`config.mk`:
```
export PLATFORM = sky130hd
export DESIGN_NAME = irq_arbiter
export DESIGN_NICKNAME = d
export VERILOG_FILES = /design/src/rtl/irq_arbiter.sv
export SDC_FILE = /design/constraint.sdc
export NUM_CORES = 1
export LEC_CHECK = 0
export BUFFER_PORTS_ARGS = -buffer_cell sky130_fd_sc_hd__buf_2
export CAP_MARGIN = 5
export CORE_MARGIN = 10
export CORE_UTILIZATION = 41
export CTS_BUF_LIST = sky130_fd_sc_hd__clkbuf_2 sky130_fd_sc_hd__clkbuf_4 sky130_fd_sc_hd__clkbuf_8
export CTS_CLUSTER_DIAMETER = 100
export DETAILED_ROUTE_END_ITERATION = 8
export GPL_TIMING_DRIVEN = 0
export PLACE_DENSITY = 0.77
export SKIP_CTS_REPAIR_TIMING = 1
export SYNTH_ARGS = -nofsm -noshare
export SYNTH_HDL_FRONTEND = slang
export SYNTH_SLANG_ARGS = --single-unit
```
`constraint.sdc`:
```
create_clock -name clk -period 2.8 [get_ports clk]
set_clock_uncertainty 0.05 [all_clocks]
set_input_delay 0.56 -clock clk [delete_from_list [all_inputs] [get_ports clk]]
set_output_delay 0.56 -clock clk [all_outputs]
set_load 0.05 [all_outputs]
```
`src/rtl/irq_arbiter.sv`:
```
module irq_arbiter #(
  parameter bit TWO_TIMERS  = 1'b1,
  parameter int PC_W        = 11,
  parameter int STACK_DEPTH = 6,
  parameter int VEC_STEP    = 4,
  localparam int LVL_W      = $clog2(STACK_DEPTH + 1)
) (
  input  logic             clk,
  input  logic             rst_n,
  input  logic             ext_pin,
  input  logic             edge_rise,
  input  logic             tmr0_ovf,
  input  logic             tmr1_ovf,
  input  logic             adc_done,
  input  logic             en_we,
  input  logic [3:0]       en_wdata,
  input  logic             flag_we,
  input  logic [3:0]       flag_wdata,
  input  logic             gie_we,
  input  logic             gie_wdata,
  input  logic             can_take,
  input  logic             call_push,
  input  logic             call_pop,
  input  logic             reti,
  output logic             take,
  output logic [PC_W-1:0]  vec_addr,
  output logic [3:0]       en_q,
  output logic [3:0]       flag_q,
  output logic             gie_q,
  output logic             stack_full,
  output logic [LVL_W-1:0] stack_level
);
  localparam logic [3:0] PRESENT = TWO_TIMERS ? 4'b1111 : 4'b1011;

  logic       s1, s2, s3;
  logic       ext_evt;
  logic [3:0] events, ready, grant;
  logic [1:0] idx;

  always_ff @(posedge clk or negedge rst_n)
    if (!rst_n) {s1, s2, s3} <= 3'b000;
    else        {s1, s2, s3} <= {ext_pin, s1, s2};

  assign ext_evt = edge_rise ? (s2 & ~s3) : (~s2 & s3);
  assign events  = {adc_done, tmr1_ovf, tmr0_ovf, ext_evt} & PRESENT;
  assign ready   = flag_q & en_q;

  always_comb begin
    idx = 2'd0;
    for (int i = 3; i >= 0; i--)
      if (ready[i]) idx = 2'(i);
  end

  assign stack_full = (stack_level == LVL_W'(STACK_DEPTH));
  assign take       = can_take & gie_q & (|ready) & ~stack_full;
  assign grant      = take ? (4'b0001 << idx) : 4'b0000;
  assign vec_addr   = PC_W'((32'(idx) + 32'd1) * VEC_STEP);

  always_ff @(posedge clk or negedge rst_n)
    if (!rst_n) begin
      flag_q <= 4'b0000;
      en_q   <= 4'b0000;
    end else begin
      flag_q <= ((flag_we ? flag_wdata : (flag_q & ~grant)) | events) & PRESENT;
      if (en_we) en_q <= en_wdata & PRESENT;
    end

  always_ff @(posedge clk or negedge rst_n)
    if (!rst_n)      gie_q <= 1'b0;
    else if (take)   gie_q <= 1'b0;
    else if (gie_we) gie_q <= gie_wdata;
    else if (reti)   gie_q <= 1'b1;

  always_ff @(posedge clk or negedge rst_n)
    if (!rst_n) stack_level <= '0;
    else        stack_level <= stack_level + LVL_W'(take) + LVL_W'(call_push)
                             - LVL_W'(call_pop) - LVL_W'(reti);
endmodule

```
==> summary.md, run 1 <==
| Metric | Value |
|---|---|
| Outcome | `finished, final reports clean` |
| Leak pwr | `approximately 0.00056 uW` |
| Total gr overflow | `0` |
| Routability cong. | `0.784` |
| Bufs and invs on worst path | `1` |
| Vias in the first global route | `about 760` |
| Largest area contributor in the netlist | `dfrtp_1` |
| Worst path cell trace | `a222oi_1, buf_4, a211oi_4, fa_1, fa_2, ha_2, xnor2_1, xnor2_1` |
| R2R depth | `8` |
| # rows | `15` |
| Synth top area share | `approximately 47%` |
| Inst Count DP | `around 140` |
| ANT cells | `0` |
| Post-place instance area | `between 1000 and 1500 um^2` |
| Gate Count Post-Synth | `72` |
| Final worst path period need | `2570 ps` |
| Initial antenna violation count | `0` |
| Final wirelength | `~2.1 mm` |
| H-Tree Depth | `1` |
| WP data arrival | `2720 ps` |
| Growth of design area from synthesis to finish | `39.2%` |
| Power per cell area | `between 800 and 900 nW/um^2` |
| Maximum root-to-sink buffer count | `2` |
| Fill count | `171` |
| Detailed Place HPWL | `1.85 mm` |
| F_max | `around 390 MHz` |
| Non-filler cells, final | `about 150` |
| Vias per cell | `between 4 and 5` |
| Setup violators final | `0` |
| Most common library cell in the layout ignoring fill and taps | `buf_2` |
| Leading cell types in the layout, fill and taps excluded | `buf_2, dfrtp_1, buf_4, conb_1, nand2_1` |
| CTS tree | `done` |
| Worst R2R Start | `en_q[1]$_DFFE_PN0P_` |
| Post-route ant nets | `0` |
| TritonCTS buffer count | `3` |
| Largest net degree at the start of global routing | `16` |
| Top post-synthesis cells by area | `dfrtp_1, buf_4, mux2_2` |
| CP peak stage delay | `490 ps` |
| Final period util | `between 90% and 100%` |
| Violation count after the first detailed-route iteration | `29` |
| Final Hold Viols | `0` |
| Critical path type | `flop to flop` |
| Vias post-DR | `706` |
| Critical Path RT | `2960 ps` |
| Routed len/inst | `14.5 um` |
| Core area | `between 1500 and 2000 um^2` |
| Post-Syn Area | `797 um^2` |
| Synthesized flop and latch total | `15` |
| Ports | `48` |
| IO Port Bufs | `39` |
| Fin area | `around 1100 um^2` |
| CP max stage cell | `fa_1` |
| Fin. max-slew vios | `0` |
| Die area | `4110 um^2` |
| Crit start category | `flop` |
| Worst hold path class | `primary input to asynchronous set/reset pin` |
| Max Cap Viol | `0` |
| Residual DRC count | `0` |
| Share of cells above drive strength 1 | `52.0%` |
| CP Capture Type | `flop` |
| Nets | `between 150 and 200` |
| Clock root buffer | `clkbuf_4` |
| R2r setup slk | `roughly 230 ps` |
| Clock Sinks | `15` |
| Peak VDD IR | `~630 uV` |
| Global Route Usage Sum | `10.4%` |
| Count of cell types in the netlist | `25` |
| Die X-Extent | `about 64 um` |
| First-pass GRT wire length | `3.46 mm` |
| Yosys warns | `0` |
| TritonRoute pass-1 iters | `4` |
| Reg-to-Reg End | `stack_level[2]$_DFF_PN0_` |
| Mean Syn Cell Area | `roughly 11 um^2` |
| Worst skew pair latency | `between 200 and 300 ps` |
| Crit Path Max Fanout | `7` |
| RSZ-0062 raised after global routing | `no` |
| Clk slew on worst S/H paths | `90 ps` |
| Top cell family by delay on the critical path | `adder cells` |
| Crit-path most repeated cell | `xnor2_1` |
| Post-synthesis sequential area ratio | `between 40 and 50%` |
| Starting density of the core | `between 40% and 50%` |
| Die Ht | `between 60 and 70 um` |
logic make-up after synthesis:
logic type	synth area share [%]
and+or+nand+nor	13.5
muxes	5.65
other	0.471
buffers and inverters	10.8
DFF	47.1
xor gates and xnor gates	2.20
AOI/OAI and AO/OA	12.1
adders and majority gates	8.16
cell type report:
cell class | count | area, um^2 | area share [%]
sequential | 15 | 379 | 34.2
clock inverter | 1 | 5.00 | 0.451
clock buffer | 3 | 22.5 | 2.03
buffer | 8 | 60.1 | 5.41
timing repair buffer | 40 | 203 | 18.3
tap | 25 | 31.3 | 2.82
multi-input combinational | 49 | 379 | 34.2
inverter | 7 | 30.0 | 2.71
flip-flops by register name, summed over array words and instances (netlist names):
name	cells
stack_level	3
s3	1
flag_q	4
gie_q	1
s2	1
s1	1
en_q	4
worst reg2reg max path, cell delays in order, from the launching register on:
cell and delay [ps]:
dfrtp_1 460, a222oi_1 400, buf_4 190, a211oi_4 70, fa_1 490, fa_2 360
ha_2 180, xnor2_1 160, xnor2_1 130
cells in the mapped netlist:
cell type	n
a221o_1	3
a22oi_1	1
nand4_1	3
nor3_1	2
inv_1	7
nor2b_1	4
xnor2_1	2
a21boi_0	1
and3_2	1
a311oi_1	1
conb_1	1
a222oi_1	1
mux2_2	4
dfrtp_1	15
o22ai_1	1
ha_1	2
nand2b_1	1
a211o_1	1
fa_1	2
and2_1	1
buf_4	8
a211oi_1	1
a32o_1	1
nand3b_1	1
nand2_1	7
per-layer routing:
metal / GRT usage [%] / routed length [um] / vias up / part of all wire, %
met3: 5.75 / 210 / 2 / 9.8
met4: 3.21 / 15 / 0 / 0.70
met5: 0 / 0 / - / 0
met1: 10.8 / 847 / 333 / 40
li1: - / - / 342 / -
met2: 17.7 / 1070 / 29 / 50
worst max-delay path by stage:
stage                                  start  depth (start not counted)                       end
finish                   en_q[1]$_DFFE_PN0P_                          8  stack_level[2]$_DFF_PN0_
global route        stack_level[0]$_DFF_PN0_                          8  stack_level[2]$_DFF_PN0_
CTS                      flag_q[1]$_DFF_PN0_                          7  stack_level[2]$_DFF_PN0_
detailed placement       flag_q[1]$_DFF_PN0_                          7  stack_level[2]$_DFF_PN0_
global placement         flag_q[1]$_DFF_PN0_                          7  stack_level[2]$_DFF_PN0_
floorplan           stack_level[0]$_DFF_PN0_                          8  stack_level[2]$_DFF_PN0_
metrics by stage:
step / hold slack, ps / total power [uW] / worst slack, ps / setup TNS, ps / utilization (%)
after floorplan: 214 / 661 / -402 / -742 / -
after global placement: 285 / 759 / 193 / 0 / 60.3
after detailed placement: 291 / 778 / 86.1 / 0 / 60.3
after CTS: 120 / 900 / 69.1 / 0 / 61.8
after global routing: 122 / 954 / 85.9 / 0 / 62.2
final: 113 / 894 / 235 / 0 / 62.2
power breakdown:
| part | internal [uW] | total, uW | leakage [uW] | switching [uW] |
|---|---|---|---|---|
| Sequential | 263 | 306 | 0.000167 | 43.1 |
| Clock | 53.0 | 123 | 0.0000177 | 70.4 |
| Combinational | 139 | 465 | 0.000379 | 326 |
| Total | 455 | 894 | 0.000564 | 439 |
No activity file was read; power rests on OpenSTA's default activity.
==> run 2, diff against run 1 <==
CORE_MARGIN = 4   (was 10)
==> run 2 against run 1 <==
  * Combinational power about the same
  * Critical endpoint unchanged
  * Via count increased by 0.85%
  * Largest cell class unchanged
  * Register-to-register slack got worse by 40 ps
==> summary.md, run 2 (same netlist as run 1, synthesis figures left out) <==
| Metric | Value |
|---|---|
| R2r setup slk | `slightly below 200 ps` |
| CP peak stage delay | `a little under 500 ps` |
| F_max | `roughly 380 MHz` |
| Die area | `around 2700 um^2` |
| Initial antenna violation count | `0` |
| Die X-Extent | `about 52 um` |
| Top cell family by delay on the critical path | `adder cells` |
| Residual DRC count | `0` |
| Most common library cell in the layout ignoring fill and taps | `buf_2` |
| Pint | `about 450 uW` |
| Clk network pwr share | `a little over an eighth` |
| Violation count after the first detailed-route iteration | `28` |
| Critical Path RT | `2960 ps` |
| Detailed Place HPWL | `roughly 1.5 mm` |
| Max Cap Viol | `0` |
| Outcome | `finished, final reports clean` |
| Global Route Usage Sum | `between 10% and 20%` |
| Total power | `roughly 900 uW` |
| Die Ht | `52.1 um` |
| Worst skew pair latency | `between 200 and 300 ps` |
| Critical path type | `flop to flop` |
| Crit-path most repeated cell | `xnor2_1` |
| Clock Sinks | `15` |
| Final wirelength | `around 1.8 mm` |
| Routability cong. | `between 0.8 and 0.9` |
| Leading cell types in the layout, fill and taps excluded | `buf_2, dfrtp_1, buf_4, conb_1, nand2_1` |
| Clock root buffer | `clkbuf_4` |
| Share of cells above drive strength 1 | `between 50% and 60%` |
| Growth of design area from synthesis to finish | `39.2%` |
| Largest net degree at the start of global routing | `16` |
| Crit. Startpoint | `en_q[1]$_DFFE_PN0P_` |
| Final Hold Viols | `0` |
| Pre-CTS WS | `around 120 ps` |
| ANT cells | `0` |
| # rows | `15` |
| Leak pwr | `about 0.00056 uW` |
| Worst hold path class | `primary input to asynchronous set/reset pin` |
| TritonCTS buffer count | `3` |
| Core area | `1780 um^2` |
| Reg-to-Reg End | `stack_level[2]$_DFF_PN0_` |
| CTS tree | `done` |
| Final setup TNS | `0 ps` |
| Routed len/inst | `12.4 um` |
| RSZ-0062 raised after global routing | `no` |
| Vias in the first global route | `~690` |
| First-pass GRT wire length | `slightly below 3 mm` |
| Worst R2R Start | `en_q[1]$_DFFE_PN0P_` |
| Power per cell area | `800 nW/um^2` |
| Fin. max-slew vios | `0` |
| Final core utilization | `between 60% and 70%` |
| Final period util | `93.0%` |
| Sequential share of power | `about a third` |
| Crit Path Max Fanout | `7` |
| Clk slew on worst S/H paths | `roughly 90 ps` |
| Peak VDD IR | `517 uV` |
| CP Capture Type | `flop` |
| Vias post-DR | `between 700 and 800` |
| R2R depth | `8` |
| Nets | `around 150` |
| Bufs and invs on worst path | `1` |
| Worst path cell trace | `a222oi_1, buf_4, a211oi_4, fa_1, fa_2, ha_2, xnor2_1, xnor2_1` |
| Crit start category | `flop` |
| Worst setup margin | `196 ps` |
| Total net switching power | `roughly 430 uW` |
| Maximum root-to-sink buffer count | `2` |
| Starting density of the core | `~45%` |
| Largest registers | `en_q x4, flag_q x4, stack_level x3` |
| Total gr overflow | `0` |
| Final worst path period need | `about 2600 ps` |
| TritonRoute pass-1 iters | `6` |
| Vias per cell | `between 4 and 5` |
| CP max stage cell | `fa_1` |
| Gate power share | `between 50% and 60%` |
| H-Tree Depth | `1` |
| Switching share of total power | `48.8%` |
| WP data arrival | `about 2800 ps` |
| Fill count | `163` |
| IO Port Bufs | `39` |
| Setup violators final | `0` |
| Ports | `48` |
| Post-route ant nets | `0` |
run 2: cell counts in the layout (fill, tap and decap cells not counted):
No cell type changed its count.
run 2: metrics by stage:
stage	instances	hold slack (ps)	area, um^2
floorplan	79	214	848
global placement	143	285	1070
detailed placement	143	286	1070
CTS	147	117	1100
global route	148	119	1110
finish	148	109	1110
run 2: area by class of cell:
cell class | count | area (um^2) | area share [%]
Sequential cell | 15 | 379 | 34.2
Multi-Input combinational cell | 49 | 379 | 34.2
Timing Repair Buffer | 40 | 203 | 18.3
Buffer | 8 | 60.1 | 5.41
Tap cell | 25 | 31.3 | 2.82
Inverter | 7 | 30.0 | 2.71
Clock buffer | 3 | 22.5 | 2.03
Clock inverter | 1 | 5.00 | 0.451
run 2: worst register-to-register path, cell delays in order, from the launching register on:
cell	delay, ps
dfrtp_1	450
a222oi_1	470
buf_4	200
a211oi_4	70
fa_1	490
fa_2	340
ha_2	180
xnor2_1	160
xnor2_1	140
run 2: power groups by stage:
stage	combinational, uW	sequential (uW)	clock, uW
2_1_floorplan	228	433	0
5_1_grt	495	313	135
4_1_cts	465	305	125
3_5_place_dp	468	308	0
6_report	462	305	120
3_3_place_gp	448	307	0
run 2: worst max path at each step:
stage	to	slack, ps	depth (start not counted)
final	stack_level[2]$_DFF_PN0_	200	8
after global routing	stack_level[2]$_DFF_PN0_	50	8
after CTS	stack_level[2]$_DFF_PN0_	100	7
after detailed placement	stack_level[2]$_DFF_PN0_	120	7
after global placement	stack_level[2]$_DFF_PN0_	180	7
after floorplan	stack_level[2]$_DFF_PN0_	-400	8
run 2: layer usage:
metal	track usage (%)	vias up	share of wire, %
li1	-	337	-
met1	17.9	331	39
met2	24.7	36	51
met3	6.88	8	8.2
met4	3.93	0	2.2
met5	0	-	0
==> run 3, diff against run 2 <==
BUFFER_PORTS_ARGS = -buffer_cell sky130_fd_sc_hd__clkbuf_2   (was -buffer_cell sky130_fd_sc_hd__buf_2)
==> run 3 against run 2 <==
  * Global-route usage rose by 0.14 points
  * Hold slack improved by 23 ps
  * Critical endpoint unchanged
  * Flip-flop and latch count did not move
  * Sequential power barely moved
  * Largest power group unchanged
  * Maximum frequency fell by 2.6%
  * Critical path type unchanged
  * Power rose by 0.42%
==> summary.md, run 3 (same netlist as run 1, synthesis figures left out) <==
| Metric | Value |
|---|---|
| Crit start category | `flop` |
| WP data arrival | `between 2000 and 3000 ps` |
| CP peak stage delay | `between 600 and 700 ps` |
| Final setup TNS | `0 ps` |
| Residual DRC count | `0` |
| Routed len/inst | `12.7 um` |
| Clock root buffer | `clkbuf_4` |
| Final wirelength | `~1.9 mm` |
| Peak VDD IR | `515 uV` |
| Vias per cell | `approximately 4.8` |
| Bufs and invs on worst path | `0` |
| Routability cong. | `roughly 0.83` |
| Leak pwr | `roughly 0.00057 uW` |
| CP Capture Type | `flop` |
| Worst hold path class | `primary input to asynchronous set/reset pin` |
| First-pass GRT wire length | `around 3.0 mm` |
| Final core utilization | `62.0%` |
| Maximum root-to-sink buffer count | `2` |
| Total gr overflow | `0` |
| TritonRoute pass-1 iters | `4` |
| Worst-margin pin slew | `611 ps` |
| Final worst path period need | `between 2000 and 3000 ps` |
| Switching share of total power | `~48%` |
| Core area | `between 1500 and 2000 um^2` |
| Crit-path most repeated cell | `xnor2_1` |
| H-Tree Depth | `1` |
| Violation count after the first detailed-route iteration | `12` |
| Max_slew headroom | `between 50% and 60%` |
| RSZ-0062 raised after global routing | `no` |
| Sequential share of power | `~35%` |
| R2r setup slk | `130 ps` |
| Vias in the first global route | `a little under 700` |
| CTS tree | `done` |
| Clock Sinks | `15` |
| Worst path cell trace | `a222oi_1, a211oi_4, fa_1, fa_2, ha_2, xnor2_1, xnor2_1` |
| Largest net degree at the start of global routing | `16` |
| Vias post-DR | `roughly 710` |
| Leading cell types in the layout, fill and taps excluded | `clkbuf_2, dfrtp_1, buf_4, conb_1, nand2_1` |
| Starting density of the core | `44.7%` |
| Final Hold Viols | `0` |
| Die X-Extent | `around 52 um` |
| # rows | `15` |
| F_max | `roughly 370 MHz` |
| Total net switching power | `about 430 uW` |
| Growth of design area from synthesis to finish | `38.6%` |
| Top cell family by delay on the critical path | `adder cells` |
| Detailed Place HPWL | `about 1.6 mm` |
| TritonCTS buffer count | `3` |
| Critical Path RT | `2950 ps` |
| Worst skew pair latency | `between 200 and 300 ps` |
| ANT cells | `0` |
| Most common library cell in the layout ignoring fill and taps | `clkbuf_2` |
| Pint | `461 uW` |
| Fill count | `approximately 160` |
| Ports | `between 40 and 50` |
| Global Route Usage Sum | `between 15 and 20%` |
| Power per cell area | `roughly 800 nW/um^2` |
| Setup violators final | `0` |
| Max Cap Viol | `0` |
| Crit Path Max Fanout | `7` |
| Share of cells above drive strength 1 | `51.6%` |
| Gate power share | `between 50% and 60%` |
| Final period util | `95.5%` |
| Nets | `150` |
| Worst hold margin | `132 ps` |
| Die area | `2710 um^2` |
| Clk network pwr share | `approximately 14%` |
| Total power | `between 800 and 900 uW` |
| Critical path type | `flop to flop` |
| IO Port Bufs | `39` |
| Initial antenna violation count | `0` |
| Fin. max-slew vios | `0` |
| Largest registers | `en_q x4, flag_q x4, stack_level x3` |
| Die Ht | `roughly 52 um` |
| CP max stage cell | `a222oi_1` |
| Outcome | `finished, final reports clean` |
| Post-route ant nets | `0` |
| Clk slew on worst S/H paths | `roughly 80 ps` |
run 3: power by group through the flow:
stage          logic, uW  clock network [uW]  registers (uW)
6_report             456                 127             307
5_1_grt              489                 147             317
4_1_cts              462                 133             307
3_5_place_dp         462                   0             311
3_3_place_gp         447                   0             309
2_1_floorplan        228                   0             433
run 3: layer usage:
metal	vias up	routed length [um]	GRT usage, %
met5	-	0	0
met3	5	143	6.30
met1	334	727	18.3
li1	336	-	-
met4	0	35	5.24
met2	36	954	24.5
run 3: path summary, 6_finish.rpt:
check	start	cells after the start	end
max	en_q[1]$_DFFE_PN0P_	7	stack_level[2]$_DFF_PN0_
min	rst_n	1	stack_level[1]$_DFF_PN0_
max reg2reg	en_q[1]$_DFFE_PN0P_	7	stack_level[2]$_DFF_PN0_
min reg2reg	s1$_DFF_PN0_	0	s2$_DFF_PN0_
max in group asynchronous	rst_n	1	stack_level[0]$_DFF_PN0_
min in group clk	s1$_DFF_PN0_	0	s2$_DFF_PN0_
run 3: worst register-to-register path: stages (launching register included):
cell and delay, ps:
dfrtp_1 450, a222oi_1 620, a211oi_4 160, fa_1 500, fa_2 340, ha_2 180
xnor2_1 160, xnor2_1 140
run 3: cell type report:
| type | count | area [um^2] | area share [%] |
|---|---|---|---|
| plain buffers | 8 | 60.1 | 5.44 |
| flip-flops and latches | 15 | 379 | 34.3 |
| inverters | 7 | 30.0 | 2.72 |
| clock buffers | 4 | 30.0 | 2.72 |
| well taps | 25 | 31.3 | 2.83 |
| repair buffers | 39 | 195 | 17.7 |
| multi-input cells | 49 | 379 | 34.3 |
run 3: through the flow:
step           area [um^2]  cells  setup WS (ps)
3_3_place_gp          1070    143            179
5_1_grt               1100    147           3.20
6_report              1100    147            127
2_1_floorplan          848     79           -402
4_1_cts               1100    147            109
3_5_place_dp          1070    143            130
